**src/rtl/hdlc_tx_pkg.sv**
```systemverilog
package hdlc_tx_pkg;

  typedef enum logic [2:0] {
    ST_IDLE, ST_WAIT, ST_FLAG, ST_DATA, ST_FCS, ST_CLOSE, ST_HOLD, ST_DONE
  } tx_state_e;

  localparam int          FLAG_BITS = 8;
  localparam logic [7:0]  FLAG_PAT  = 8'h7E;
  localparam int          FCS_W     = 16;
  localparam logic [15:0] FCS_POLY  = 16'h8408;
  localparam logic [15:0] FCS_INIT  = 16'hFFFF;

  // one serial step of the reflected CRC-16/CCITT
  function automatic logic [15:0] fcs_step(input logic [15:0] c, input logic b);
    logic fb;
    fb = c[0] ^ b;
    return (c >> 1) ^ (fb ? FCS_POLY : 16'h0000);
  endfunction

endpackage

```
**src/rtl/hdlc_tx_crc.sv**
```systemverilog
module hdlc_tx_crc
  import hdlc_tx_pkg::*;
(
  input  logic             clk,
  input  logic             rst_n,
  input  logic             clr,
  input  logic             en,
  input  logic             din,
  output logic [FCS_W-1:0] crc_nxt
);
  logic [FCS_W-1:0] crc_q;

  assign crc_nxt = en ? fcs_step(crc_q, din) : crc_q;

  always_ff @(posedge clk or negedge rst_n) begin
    if (!rst_n)   crc_q <= FCS_INIT;
    else if (clr) crc_q <= FCS_INIT;
    else          crc_q <= crc_nxt;
  end

  // the register is back at its preset while cleared
  AST_CRC_PRESET: assert property (@(posedge clk) disable iff (!rst_n)
    clr |=> (crc_q == FCS_INIT));
endmodule

```
**src/rtl/hdlc_tx_stuffer.sv**
```systemverilog
module hdlc_tx_stuffer #(
  parameter int RUN = 5
) (
  input  logic clk,
  input  logic rst_n,
  input  logic clr,
  input  logic count_en,
  input  logic bit_val,
  input  logic stuff_taken,
  output logic stuff_now
);
  localparam int OW = $clog2(RUN + 1);
  logic [OW-1:0] ones_q;

  assign stuff_now = (ones_q == OW'(RUN));

  always_ff @(posedge clk or negedge rst_n) begin
    if (!rst_n)                   ones_q <= '0;
    else if (clr || stuff_taken)  ones_q <= '0;
    else if (count_en)            ones_q <= bit_val ? ones_q + 1'b1 : '0;
  end

  // a pending stuff bit is always consumed before another bit is counted
  AST_STUFF_BEFORE_COUNT: assert property (@(posedge clk) disable iff (!rst_n)
    stuff_now |-> !count_en);
endmodule

```
**src/rtl/hdlc_tx.sv**
```systemverilog
module hdlc_tx
  import hdlc_tx_pkg::*;
#(
  parameter int XF_W   = 4,
  parameter int DATA_W = 8,
  parameter int RUN    = 5
) (
  input  logic              clk,
  input  logic              rst_n,
  input  logic [XF_W-1:0]   cfg_extra_flags,
  input  logic              in_valid,
  input  logic [DATA_W-1:0] in_data,
  input  logic              in_last,
  input  logic              in_eof,
  output logic              in_ready,
  input  logic              cts,
  output logic              rts,
  output logic              txd,
  output logic              txb_evt
);
  localparam int SH_W  = (FCS_W > DATA_W) ? FCS_W : DATA_W;
  localparam int CNT_W = $clog2(SH_W + 1);

  tx_state_e        state;
  logic [SH_W-1:0]  sh_q;
  logic [CNT_W-1:0] bitcnt_q;
  logic [XF_W-1:0]  flagcnt_q;
  logic             txd_q, rts_q, txb_q, last_q, eof_q;

  // named internal events
  logic             shifting, stuff_now, emit_stuff, adv, unit_end, last_flag;
  logic             in_stuffed_field;
  logic [FCS_W-1:0] crc_nxt;

  assign shifting   = (state == ST_FLAG) || (state == ST_DATA) ||
                      (state == ST_FCS)  || (state == ST_CLOSE);
  assign in_stuffed_field = (state == ST_DATA) || (state == ST_FCS);
  assign emit_stuff = shifting && stuff_now;
  assign adv        = shifting && !stuff_now;
  assign unit_end   = adv && (bitcnt_q == CNT_W'(1));
  assign last_flag  = (flagcnt_q == '0);
  assign in_ready   = unit_end && (((state == ST_FLAG) && last_flag) ||
                                   ((state == ST_DATA) && !eof_q));

  hdlc_tx_stuffer #(.RUN(RUN)) u_stuff (
    .clk         (clk),
    .rst_n       (rst_n),
    .clr         (!(in_stuffed_field || state == ST_CLOSE)),
    .count_en    (adv && in_stuffed_field),
    .bit_val     (sh_q[0]),
    .stuff_taken (emit_stuff),
    .stuff_now   (stuff_now)
  );

  hdlc_tx_crc u_crc (
    .clk     (clk),
    .rst_n   (rst_n),
    .clr     (state == ST_FLAG),
    .en      (adv && (state == ST_DATA)),
    .din     (sh_q[0]),
    .crc_nxt (crc_nxt)
  );

  always_ff @(posedge clk or negedge rst_n) begin
    if (!rst_n) begin
      state     <= ST_IDLE;
      sh_q      <= '0;
      bitcnt_q  <= '0;
      flagcnt_q <= '0;
      txd_q     <= 1'b1;
      rts_q     <= 1'b0;
      txb_q     <= 1'b0;
      last_q    <= 1'b0;
      eof_q     <= 1'b0;
    end else begin
      txb_q <= 1'b0;
      case (state)
        ST_IDLE: begin
          txd_q <= 1'b1;
          if (in_valid) begin
            rts_q <= 1'b1;
            state <= ST_WAIT;
          end
        end
        ST_WAIT: begin
          txd_q <= 1'b1;
          if (cts) begin
            state     <= ST_FLAG;
            sh_q      <= SH_W'(FLAG_PAT);
            bitcnt_q  <= CNT_W'(FLAG_BITS);
            flagcnt_q <= cfg_extra_flags;
          end
        end
        ST_HOLD: begin
          txd_q <= 1'b1;
          state <= ST_DONE;
        end
        ST_DONE: begin
          txd_q <= 1'b1;
          rts_q <= 1'b0;
          state <= ST_IDLE;
        end
        default: begin
          if (emit_stuff) begin
            txd_q <= 1'b0;
          end else begin
            txd_q    <= sh_q[0];
            sh_q     <= sh_q >> 1;
            bitcnt_q <= bitcnt_q - 1'b1;
            if (unit_end) begin
              case (state)
                ST_FLAG: begin
                  if (last_flag) begin
                    sh_q     <= SH_W'(in_data);
                    bitcnt_q <= CNT_W'(DATA_W);
                    last_q   <= in_last;
                    eof_q    <= in_eof;
                    state    <= ST_DATA;
                  end else begin
                    flagcnt_q <= flagcnt_q - 1'b1;
                    sh_q      <= SH_W'(FLAG_PAT);
                    bitcnt_q  <= CNT_W'(FLAG_BITS);
                  end
                end
                ST_DATA: begin
                  txb_q <= last_q || eof_q;
                  if (eof_q) begin
                    sh_q     <= SH_W'(~crc_nxt);
                    bitcnt_q <= CNT_W'(FCS_W);
                    state    <= ST_FCS;
                  end else begin
                    sh_q     <= SH_W'(in_data);
                    bitcnt_q <= CNT_W'(DATA_W);
                    last_q   <= in_last;
                    eof_q    <= in_eof;
                  end
                end
                ST_FCS: begin
                  sh_q     <= SH_W'(FLAG_PAT);
                  bitcnt_q <= CNT_W'(FLAG_BITS);
                  state    <= ST_CLOSE;
                end
                default: state <= ST_HOLD;
              endcase
            end
          end
        end
      endcase
    end
  end

  assign txd     = txd_q;
  assign rts     = rts_q;
  assign txb_evt = txb_q;

  AST_RTS_HELD:    assert property (@(posedge clk) disable iff (!rst_n)
    shifting |-> rts_q);
  AST_CTS_GATE:    assert property (@(posedge clk) disable iff (!rst_n)
    (state == ST_WAIT && !cts) |=> (state == ST_WAIT));
  AST_STUFF_ZERO:  assert property (@(posedge clk) disable iff (!rst_n)
    emit_stuff |=> !txd_q);
  AST_FLAG_CLEAN:  assert property (@(posedge clk) disable iff (!rst_n)
    (state == ST_FLAG) |-> !stuff_now);
  AST_TXB_PULSE:   assert property (@(posedge clk) disable iff (!rst_n)
    txb_q |=> !txb_q);
  AST_IDLE_LINE:   assert property (@(posedge clk) disable iff (!rst_n)
    (state == ST_IDLE) |-> txd_q);
  AST_FEED_OK:     assert property (@(posedge clk) disable iff (!rst_n)
    in_ready |-> in_valid);
  AST_READY_PULSE: assert property (@(posedge clk) disable iff (!rst_n)
    in_ready |=> !in_ready);
endmodule

```
**config.mk**
```make
export PLATFORM = sky130hd
export DESIGN_NAME = hdlc_tx
export DESIGN_NICKNAME = d
export VERILOG_FILES = /design/src/rtl/hdlc_tx_pkg.sv /design/src/rtl/hdlc_tx_crc.sv /design/src/rtl/hdlc_tx_stuffer.sv /design/src/rtl/hdlc_tx.sv
export SDC_FILE = /design/constraint.sdc
export NUM_CORES = 1
export LEC_CHECK = 0
export CORE_ASPECT_RATIO = 1.2
export CORE_MARGIN = 3
export CORE_UTILIZATION = 55
export CTS_CLUSTER_DIAMETER = 60
export DETAILED_ROUTE_END_ITERATION = 10
export HOLD_SLACK_MARGIN = 0.03
export PLACE_DENSITY = 0.84
export SETUP_SLACK_MARGIN = 0.2
export SYNTH_ARGS = -nofsm -noshare
export SYNTH_HDL_FRONTEND = slang
export SYNTH_SLANG_ARGS = --single-unit
```
**constraint.sdc**
```tcl
create_clock -name clk -period 3.2 [get_ports clk]
set_clock_uncertainty 0.05 [all_clocks]
set_input_delay 0.64 -clock clk [delete_from_list [all_inputs] [get_ports clk]]
set_output_delay 0.64 -clock clk [all_outputs]
set_load 0.03 [all_outputs]
```
==> key figures, run 1 <==
Status
  • Outcome: finished, final reports clean

Detailed routing
  • Final ANT Viol Nets: 0
  • DRT Wirelength: 6.67 mm
  • Vias/cell: 6.37
  • Vias: 2478
  • DRT Pass-1 Iters: 4
  • Residual DRC: 0
  • DR WL/cell: 17.2 µm
  • Iteration-0 DRC Markers: 166

STA
  • Final Max Tran Viols: 0
  • Fin crit share: 86.9%
  • Setup_tns: 0 ns
  • Max Clk Rate: 360 MHz
  • Final worst path period need: 2.78 ns
  • Max transition margin: 33.6%
  • Final hold violations: 0
  • Final setup viols: 0
  • Worst Max-Slew Pin Slew: 0.997 ns
  • Hold Slack: 0.433 ns
  • RSZ-0062 raised after global routing: false

Worst setup path
  • Worst R2R Setup Slack: 0.65 ns
  • CP max stage delay: 0.53 ns
  • Slowest cell on crit path: or4bb_1
  • Critical Path AT: 2.09 ns
  • RR Startpoint: state[0]
  • CP Capture Type: output pin
  • Worst Setup EP: in_ready
  • Cell depth of the worst setup path: 6
  • CP top delay family: simple AND/OR/NAND/NOR gates
  • Startpoint Class: flip-flop
  • CP Data Required Time: 2.51 ns
  • CP startpoint: state[0]
  • CP Buf/Inv Count: 2
  • R2R cell count: 6
  • Worst-path maximum fanout: 4
  • Critical-path cell list: inv_1 -> ha_1 -> or4bb_1 -> a21oi_1 -> nor2b_1 -> clkbuf_2
  • R2R Path End: sh_q[11]
  • Crit path kind: flip-flop to output pin

Pwr
  • Leakage Power: 1.42 nW
  • Clock share of power: 14.0%
  • Switching share of power: 43.7%
  • Internal power component: 1.95 mW
  • Flop pwr share: 32.1%
  • VDD IR max: 0.000573 V
  • Comb pwr share: 53.9%
  • Power Density: 1040 mW/mm²
  • Net Switching: 1.52 mW

Placed design
  • Post-DP HPWL: 4.91 mm
  • PortBufs: 21
  • Gpl congestion: 0.937

Logic synthesis
  • Top_reg_cell synth: dfrtp_1
  • Syn avg cell area: 9.69 µm²
  • Post-synthesis async set-or-reset flop share: 100%
  • YS warnings: 0
  • Simple-Gate Fraction of Synth Area: 24.7%
  • Adder-Cell Fraction of Synth Area: 4.22%
  • Syn nets: 334
  • Post-synth cell types: 70
  • Seq cells post-synth: 52
  • Sequential share of the synthesized area: 44.6%
  • Post-synth EDFFs: 0
  • Mapped Area: 0.00296 mm²
  • Synth Area in XOR/XNOR: 1.18%
  • Synth Area in Compound Gates: 17.5%
  • Cells after Synth: 306
  • Mux share of post-synthesis cell area: 3.29%
  • Largest family of logic cells by synthesized area: simple AND/OR/NAND/NOR gates

Layout
  • Fraction of layout instances using a drive strength above 1: 16.4%
  • Ant diodes: 0
  • Area delta synth->final: 13.1%
  • Nets: 356

CTS
  • CTS max path bufs: 2
  • Clock slew at reported path FFs: 0.08 ns
  • TritonCTS Buffers: 5
  • CTS tree: done
  • Root buffer cell: clkbuf_8
  • Clk sink count: 52
  • Worst skew pair latency: 0.30 ns
  • H-Tree Depth: 2

Global route
  • Initial antenna violation count: 0
  • GRT Overall Usage: 23.4%
  • GRT Residual Overflow: 0
  • First-pass GRT wire length: 11.6 mm
  • Vias in the first global route: 2552
  • Largest net degree at the start of global routing: 47

Hold path
  • Worst hold path class: flip-flop to flip-flop

Floorplanning
  • IO Count: 22
  • DIE AREA: 0.00631 mm²
  • Core ar.: 0.00508 mm²
  • Initial core utilization: 58.3%
  • # rows: 28
  • Chip Width: 73.0 µm
  • Die Span Y: 86.4 µm

Job
  • Max-Cap Viols: 0
==> routing by layer <==
| layer | up-vias | part of all wire, % | GRT usage (%) |
|---|---|---|---|
| li1 | 1167 | - | - |
| met1 | 1197 | 40 | 29.4 |
| met5 | - | 0 | 0 |
| met3 | 17 | 6.2 | 3.48 |
| met4 | 0 | 2.7 | 9.06 |
| met2 | 97 | 51 | 40.2 |
==> tightest hold or removal path, stage by stage (launching register included) <==
cell     delay (ns)
dfrtp_1        0.35
nand2_1        0.05
nand2_1        0.05
==> Yosys cell counts (3+ instances only) <==
library cell  instances  area share (%)
a211o_1               3            0.89
nor4bb_1              5             1.7
ha_1                 10             4.2
dfstp_2              17              15
a21oi_1              23             3.9
a211oi_1              3            0.76
nand2_1              44             5.6
mux2i_1               6             2.0
buf_2                 6             1.0
nand3_1              10             1.7
nor2_1               15             1.9
nand4_1               4            0.84
nor3_1               15             2.5
buf_6                 3             1.1
o32ai_1               5             1.5
nand2b_1              6             1.3
o22ai_1               3            0.63
dfrtp_1              35              30
a221o_1               5             1.7
inv_1                12             1.5
clkbuf_1              4            0.51
o21ai_0              10             1.7
o211ai_1              5             1.3
xnor2_1               3            0.89
==> flip-flops by register name, summed over array words and instances, names as in the netlist <==
| register | count |
|---|---|
| txd | 1 |
| flagcnt_q | 4 |
| last_q | 1 |
| rts | 1 |
| txb_evt | 1 |
| u_stuff.ones_q | 3 |
| sh_q | 16 |
| u_crc.crc_q | 16 |
| eof_q | 1 |
| state | 3 |
| bitcnt_q | 5 |
==> worst min-delay path by stage <==
stage	startpoint	end	slack (ns)	depth (start not counted)
floorplan	rst_n	bitcnt_q[0]	0.29	0
global placement	sh_q[15]	sh_q[15]	0.41	2
detailed placement	sh_q[15]	sh_q[15]	0.42	2
CTS	sh_q[15]	sh_q[15]	0.43	2
global route	sh_q[15]	sh_q[14]	0.47	1
finish	sh_q[15]	sh_q[15]	0.43	2
==> power groups by stage <==
| stage | Combinational [mW] | Clock [mW] | Sequential (mW) |
|---|---|---|---|
| after floorplan | 1.43 | 0 | 1.08 |
| after global placement | 1.76 | 0 | 1.11 |
| after detailed placement | 1.82 | 0 | 1.12 |
| after CTS | 1.84 | 0.498 | 1.11 |
| after global routing | 2.07 | 0.522 | 1.15 |
| final | 1.87 | 0.486 | 1.11 |
==> kinds of logic after synthesis <==
family                   count (synthesis)
flip-flops                              52
AND/OR/NAND/NOR                        129
adder cells (fa/ha/maj)                 10
buffers and inverters                   27
XOR/XNOR                                 4
AO/OA/AOI/OAI                           75
multiplexers                             9
==> cell usage in the layout (no fill, tap or decap), types with 2 or more instances in the layout <==
cell type	count
clkdlybuf4s50_1	19
nor2_1	15
nand4_1	4
dfrtp_1	35
dfstp_2	17
nor3_2	2
or2b_1	2
a211o_1	3
o211ai_1	5
nor2b_1	2
mux2i_1	6
a221o_1	5
o32ai_1	5
o22ai_1	3
a211oi_1	3
nor4bb_1	5
a31oi_1	2
clkbuf_8	5
o21ai_0	10
buf_4	9
nor3b_1	2
xnor2_1	3
and2_1	2
and2_4	2
nand3_1	10
ha_1	10
mux2_2	2
nor3_1	15
inv_1	12
a21oi_1	23
nand2_1	44
nand2b_1	6
==> metrics by stage <==
step                      power, mW  setup slack [ns]  cells  area [µm²]  util [%]
after floorplan                2.52             0.589    306        2960         -
after global placement         2.87             0.372    381        3220      63.4
after detailed placement       2.94             0.290    381        3220      63.4
after CTS                      3.45             0.228    389        3350      65.9
after global routing           3.74             0.274    389        3350      66.0
final                          3.47             0.420    389        3350      66.0
==> final cells by class <==
| type | instances | area [µm²] |
|---|---|---|
| Inverter | 12 | 45.0 |
| Clock buffer | 7 | 97.6 |
| Timing Repair Buffer | 30 | 268 |
| Clock inverter | 1 | 30.0 |
| Tap cell | 60 | 75.1 |
| Multi-Input combinational cell | 227 | 1510 |
| Sequential cell | 52 | 1320 |
| Fill cell | 393 | 1730 |
==> timing repair <==
| item | CTS | global route |
|---|---|---|
| endpoints found under the setup margin | 1 | 3 |
| hold buffers | 0 | 0 |
| setup buffers | 0 | 0 |
| gates resized for setup | 1 | 3 |
(Power assumes the default switching activity.)
==> run 2: changes to the inputs <==
--- a/config.mk
+++ b/config.mk
@@ -5,7 +5,6 @@
 export SDC_FILE = /design/constraint.sdc
 export NUM_CORES = 1
 export LEC_CHECK = 0
-export CORE_ASPECT_RATIO = 1.2
 export CORE_MARGIN = 3
 export CORE_UTILIZATION = 55
 export CTS_CLUSTER_DIAMETER = 60
==> run 2 against run 1 <==
  * Via count is 0.97% higher
  * Wire length up 2.9%
  * Utilization is 1.2 points lower
  * Final cell count rose by 3.3%
  * Clock-buffer cell count is 1 higher
  * Sequential share of layout area about the same
  * Global-route usage about the same
  * Die area is essentially flat
  * Clock power fell by 15%
  * Combinational power hardly changed
  * Non-clock buffer count increased by 3
  * Total power shrank 1.2%
  * Largest power group unchanged
  * Highest routed layer unchanged
==> key figures, run 2 (synthesized netlist as in run 1, its figures left out) <==
Placed design
  • Post-DP HPWL: 4.83 mm (was 4.91 mm)
  • Placed insts: 394 (was 381)
  • Gpl congestion: 0.860 (was 0.937)
  • PortBufs: 21 (unchanged)

STA
  • Final worst path period need: 2.84 ns (was 2.78 ns)
  • Hold Slack: 0.422 ns (was 0.433 ns)
  • Setup_tns: 0 ns (unchanged)
  • Final Max Tran Viols: 0 (unchanged)
  • RSZ-0062 raised after global routing: false (unchanged)
  • Max transition margin: 34.0% (was 33.6%)
  • Final setup viols: 0 (unchanged)
  • Final hold violations: 0 (unchanged)
  • Worst Max-Slew Pin Slew: 0.990 ns (was 0.997 ns)
  • Fin crit share: 88.6% (was 86.9%)
  • Max Clk Rate: 353 MHz (was 360 MHz)

Layout
  • Commonest non-fill, non-tap cell in the layout: nand2_1 (unchanged)
  • Fraction of layout instances using a drive strength above 1: 16.6% (was 16.4%)
  • Most frequent cells in the layout: nand2_1, dfrtp_1, a21oi_1, clkdlybuf4s50_1, dfstp_2 (unchanged)
  • Register area: 0.00132 mm² (unchanged)
  • Nets: 359 (was 356)
  • Fillers: 419 (was 393)
  • Final Non-Filler Cells: 402 (was 389)
  • Multi-input combinational cell area: 0.00151 mm² (about the same)
  • Area delta synth->final: 13.1% (about the same)
  • Biggest regs: sh_q: 16 flops, u_crc.crc_q: 16 flops, bitcnt_q: 5 flops (unchanged)
  • Ant diodes: 0 (unchanged)

Detailed routing
  • DRT Wirelength: 6.86 mm (was 6.67 mm)
  • Iteration-0 DRC Markers: 222 (was 166)
  • DRT Pass-1 Iters: 5 (was 4)
  • Vias/cell: 6.22 (was 6.37)
  • Residual DRC: 0 (unchanged)
  • Vias: 2502 (was 2478)
  • DR WL/cell: 17.1 µm (was 17.2 µm)
  • Final ANT Viol Nets: 0 (unchanged)

CTS
  • Post-CTS Setup Bufs: 0 (unchanged)
  • Root buffer cell: clkbuf_8 (unchanged)
  • Worst skew pair latency: 0.31 ns (was 0.30 ns)
  • CTS max path bufs: 2 (unchanged)
  • TritonCTS Buffers: 5 (unchanged)
  • CTS tree: done (unchanged)
  • Clk sink count: 52 (unchanged)
  • H-Tree Depth: 2 (unchanged)
  • Clock slew at reported path FFs: 0.09 ns (was 0.08 ns)

Global route
  • First-pass GRT wire length: 11.6 mm (about the same)
  • GRT Residual Overflow: 0 (unchanged)
  • Initial antenna violation count: 0 (unchanged)
  • Largest net degree at the start of global routing: 46 (was 47)
  • GRT Overall Usage: 23.4% (about the same)
  • Vias in the first global route: 2367 (was 2552)

Worst setup path
  • Slowest cell on crit path: or4bb_1 (unchanged)
  • Startpoint Class: flip-flop (unchanged)
  • CP Capture Type: output pin (unchanged)
  • Critical Path AT: 2.15 ns (was 2.09 ns)
  • Worst-path maximum fanout: 4 (unchanged)
  • Crit path kind: flip-flop to output pin (unchanged)
  • Worst R2R Setup Slack: 0.66 ns (was 0.65 ns)
  • Critical-path cell list: inv_1 -> ha_1 -> or4bb_1 -> a21oi_1 -> nor2b_1 -> clkbuf_2 (unchanged)
  • CP Data Required Time: 2.51 ns (about the same)
  • CP max stage delay: 0.53 ns (about the same)

Floorplanning
  • Core ar.: 0.00517 mm² (was 0.00508 mm²)
  • # rows: 26 (was 28)
  • Chip Width: 79.4 µm (was 73.0 µm)
  • DIE AREA: 0.00631 mm² (about the same)
  • Die Span Y: 79.4 µm (was 86.4 µm)
  • IO Count: 22 (unchanged)
  • Initial core utilization: 57.3% (was 58.3%)

Status
  • Outcome: finished, final reports clean (unchanged)

Job
  • Max-Cap Viols: 0 (unchanged)

Hold path
  • Worst hold path class: input port to async pin (was flip-flop to flip-flop)

Pwr
  • Leakage Power: 1.43 nW (was 1.42 nW)
  • VDD IR max: 0.000680 V (was 0.000573 V)
  • Power Density: 1020 mW/mm² (was 1040 mW/mm²)
==> run 2: area by class of cell <==
cell class / instances / area share, %
Tap cell: 70 / 2.61
Inverter: 12 / 1.34
Multi-Input combinational cell: 227 / 44.9
Clock buffer: 8 / 3.02
Timing Repair Buffer: 33 / 8.66
Sequential cell: 52 / 39.4
==> run 2: path summary, 6_finish.rpt <==
kind / start / endpoint / depth (start not counted)
min reg2reg: sh_q[15] / sh_q[15] / 2
max reg2reg: state[0] / sh_q[7] / 6
max: state[0] / in_ready / 6
max in group asynchronous: rst_n / u_crc.crc_q[13] / 2
min: rst_n / flagcnt_q[1] / 1
min in group clk: sh_q[15] / sh_q[15] / 2
==> run 2: through the flow <==
stage               power, mW  worst slack [ns]  utilization [%]  cell area, µm²
global placement         2.92             0.329             63.0            3260
CTS                      3.42             0.203             64.9            3360
detailed placement       2.98             0.273             63.0            3260
floorplan                2.52             0.589                -            2960
global route             3.69             0.211             64.8            3350
finish                   3.43             0.364             64.8            3350
==> run 2: routing by layer <==
metal  global-route usage [%]  vias to the layer above  wire length (µm)
met2                     39.1                       90              3340
met5                        0                        -                 0
met3                     4.18                        7               431
met1                     31.3                     1231              3010
met4                     6.87                        0                87
li1                         -                     1174                 -
==> run 2: timing repair <==
| action | CTS | global route |
|---|---|---|
| setup endpoints to repair | 1 | 1 |
| gates resized for setup | 2 | 1 |
| hold buffers | 0 | 0 |
| endpoints found under the hold margin | 0 | 0 |
==> run 2: worst max-delay path, delay by kind of cell, from the launching register on <==
kind	cells	cell delay, ns
and+or+nand+nor	2	0.70
DFF	1	0.44
buffers and inverters	2	0.32
AOI/OAI and AO/OA	1	0.22
adders and majority gates	1	0.17
==> run 2: power by group <==
group          internal, mW  total [mW]  switching [mW]
logic                 0.761        1.90            1.14
registers             0.935        1.11           0.178
clock network         0.203       0.415           0.213
==> run 3: changes to the inputs <==
--- a/config.mk
+++ b/config.mk
@@ -9,7 +9,9 @@
 export CORE_UTILIZATION = 55
 export CTS_CLUSTER_DIAMETER = 60
 export DETAILED_ROUTE_END_ITERATION = 10
+export GPL_TIMING_DRIVEN = 0
 export HOLD_SLACK_MARGIN = 0.03
+export MAX_ROUTING_LAYER = met4
 export PLACE_DENSITY = 0.84
 export SETUP_SLACK_MARGIN = 0.2
 export SYNTH_ARGS = -nofsm -noshare
==> run 3 against run 2 <==
  * Clock power is 8.7% lower
  * Via count is 0.28% higher
  * Largest cell class unchanged
  * Sequential power hardly changed
  * Maximum frequency down 4.0%
  * Clock-buffer cell count down 1
  * Non-clock buffer count rose by 4
  * Highest routed layer unchanged
  * Largest power group unchanged
==> key figures, run 3 (synthesized netlist as in run 1, its figures left out) <==
Layout
  • Ant diodes: 0 (unchanged)
  • Area delta synth->final: 14.0% (was 13.1%)
  • Biggest regs: sh_q: 16 flops, u_crc.crc_q: 16 flops, bitcnt_q: 5 flops (unchanged)
  • Register area: 0.00132 mm² (unchanged)
  • Multi-input combinational cell area: 0.00153 mm² (was 0.00151 mm²)
  • Most frequent cells in the layout: nand2_1, dfrtp_1, a21oi_1, clkdlybuf4s50_1, dfstp_2 (unchanged)
  • Commonest non-fill, non-tap cell in the layout: nand2_1 (unchanged)
  • Nets: 363 (was 359)
  • Fraction of layout instances using a drive strength above 1: 17.0% (was 16.6%)
  • Final Non-Filler Cells: 406 (was 402)
  • Fillers: 409 (was 419)
  • Finished Core Util: 65.3% (was 64.8%)

Floorplanning
  • IO Count: 22 (unchanged)
  • # rows: 26 (unchanged)
  • Initial core utilization: 57.3% (unchanged)
  • Chip Width: 79.4 µm (unchanged)
  • DIE AREA: 0.00631 mm² (unchanged)
  • Core ar.: 0.00517 mm² (unchanged)
  • Die Span Y: 79.4 µm (unchanged)

Worst setup path
  • CP max stage delay: 0.57 ns (was 0.53 ns)
  • Worst R2R Setup Slack: 0.64 ns (was 0.66 ns)
  • Startpoint Class: flip-flop (unchanged)
  • R2R cell count: 7 (was 6)
  • CP Buf/Inv Count: 2 (unchanged)
  • Crit path kind: flip-flop to output pin (unchanged)
  • Worst-path maximum fanout: 9 (was 4)
  • RR Startpoint: state[1] (was state[0])
  • CP top delay family: simple AND/OR/NAND/NOR gates (unchanged)
  • CP Data Required Time: 2.51 ns (about the same)
  • R2R Path End: sh_q[7] (unchanged)
  • CP Capture Type: output pin (unchanged)
  • Slowest cell on crit path: or4bb_4 (was or4bb_1)
  • Critical-path cell list: inv_1 -> ha_4 -> or4bb_4 -> a21oi_2 -> nor2b_1 -> buf_4 (was inv_1 -> ha_1 -> or4bb_1 -> a21oi_1 -> nor2b_1 -> clkbuf_2)
  • Critical Path AT: 2.26 ns (was 2.15 ns)

Detailed routing
  • Iteration-0 DRC Markers: 184 (was 222)
  • Vias: 2509 (was 2502)
  • DRT Pass-1 Iters: 5 (unchanged)
  • Residual DRC: 0 (unchanged)
  • DR WL/cell: 17.3 µm (was 17.1 µm)
  • Final ANT Viol Nets: 0 (unchanged)
  • DRT Wirelength: 7.01 mm (was 6.86 mm)
  • Vias/cell: 6.18 (was 6.22)

CTS
  • Root buffer cell: clkbuf_8 (unchanged)
  • CTS max path bufs: 2 (unchanged)
  • CTS tree: done (unchanged)
  • Worst skew pair latency: 0.31 ns (about the same)
  • H-Tree Depth: 2 (unchanged)
  • Clock slew at reported path FFs: 0.10 ns (was 0.09 ns)
  • Clk sink count: 52 (unchanged)
  • Hold_buf cts: 0 (unchanged)
  • TritonCTS Buffers: 5 (unchanged)

STA
  • Max Clk Rate: 338 MHz (was 353 MHz)
  • Max transition margin: 52.6% (was 34.0%)
  • Final worst path period need: 2.95 ns (was 2.84 ns)
  • Worst Max-Slew Pin Slew: 0.704 ns (was 0.990 ns)
  • RSZ-0062 raised after global routing: false (unchanged)
  • Final Max Tran Viols: 0 (unchanged)
  • Final setup viols: 0 (unchanged)
  • Hold Slack: 0.236 ns (was 0.422 ns)
  • Fin crit share: 92.3% (was 88.6%)
  • Final hold violations: 0 (unchanged)

Global route
  • First-pass GRT wire length: 11.7 mm (was 11.6 mm)
  • GRT Residual Overflow: 0 (unchanged)
  • Initial antenna violation count: 0 (unchanged)
  • Largest net degree at the start of global routing: 33 (was 46)
  • GRT Overall Usage: 24.3% (was 23.4%)
  • Vias in the first global route: 2407 (was 2367)

Pwr
  • Total Power: 3.42 mW (was 3.43 mW)
  • Leakage Power: 1.42 nW (was 1.43 nW)
  • VDD IR max: 0.000531 V (was 0.000680 V)
  • Power Density: 1010 mW/mm² (was 1020 mW/mm²)

Placed design
  • PortBufs: 21 (unchanged)
  • Post-DP HPWL: 5.14 mm (was 4.83 mm)
  • Placed insts: 398 (was 394)
  • Gpl congestion: 0.915 (was 0.860)

Status
  • Outcome: finished, final reports clean (unchanged)

Hold path
  • Worst hold path class: input port to async pin (unchanged)

Job
  • Max-Cap Viols: 0 (unchanged)
## run 3: routing by layer
layer / up-vias / track usage, % / share of wire [%] / wire length [µm]
met4: 0 / 6.70 / 1.4 / 97
met2: 94 / 40.1 / 50 / 3500
li1: 1181 / - / - / -
met5: - / - / 0 / 0
met1: 1221 / 31.4 / 43 / 3030
met3: 13 / 3.95 / 5.4 / 377
## run 3: worst max path at each step
stage / endpoint / from / slack [ns] / cells past startpoint
3_5_place_dp: in_ready / state[0] / -0.06 / 6
4_1_cts: in_ready / state[0] / 0.22 / 6
6_report: in_ready / state[0] / 0.25 / 6
2_1_floorplan: in_ready / state[0] / 0.59 / 5
3_3_place_gp: sh_q[7] / rst_n / -0.02 / 1
5_1_grt: in_ready / state[0] / 0.21 / 6
## run 3: timing repair
| action | 4_1_cts | 5_1_grt |
|---|---|---|
| resized for setup | 8 | 2 |
| pin swaps | 0 | 0 |
| buffers inserted | 0 | 0 |
| cloned | 0 | 0 |
| setup endpoints to repair | 1 | 1 |
## run 3: cell type report
class                   instances  share of cell area [%]
repair buffers                 22                    6.59
flip-flops and latches         52                    39.1
well taps                      70                    2.59
multi-input cells             227                    45.2
plain buffers                  15                    2.67
inverters                      12                    1.33
clock buffers                   7                    2.26
clock inverters                 1                   0.259
## run 3: stage by stage
step                      area (µm²)  setup slack, ns  TNS [ns]
final                           3380            0.246         0
after detailed placement        3280          -0.0558   -0.0558
after CTS                       3370            0.224         0
after global placement          3260          -0.0237    -0.463
after global routing            3380            0.205         0
after floorplan                 2960            0.589         0
## run 3: where the power goes
group	switching (mW)	internal (mW)
Combinational	1.15	0.767
Sequential	0.185	0.935
Clock	0.222	0.157
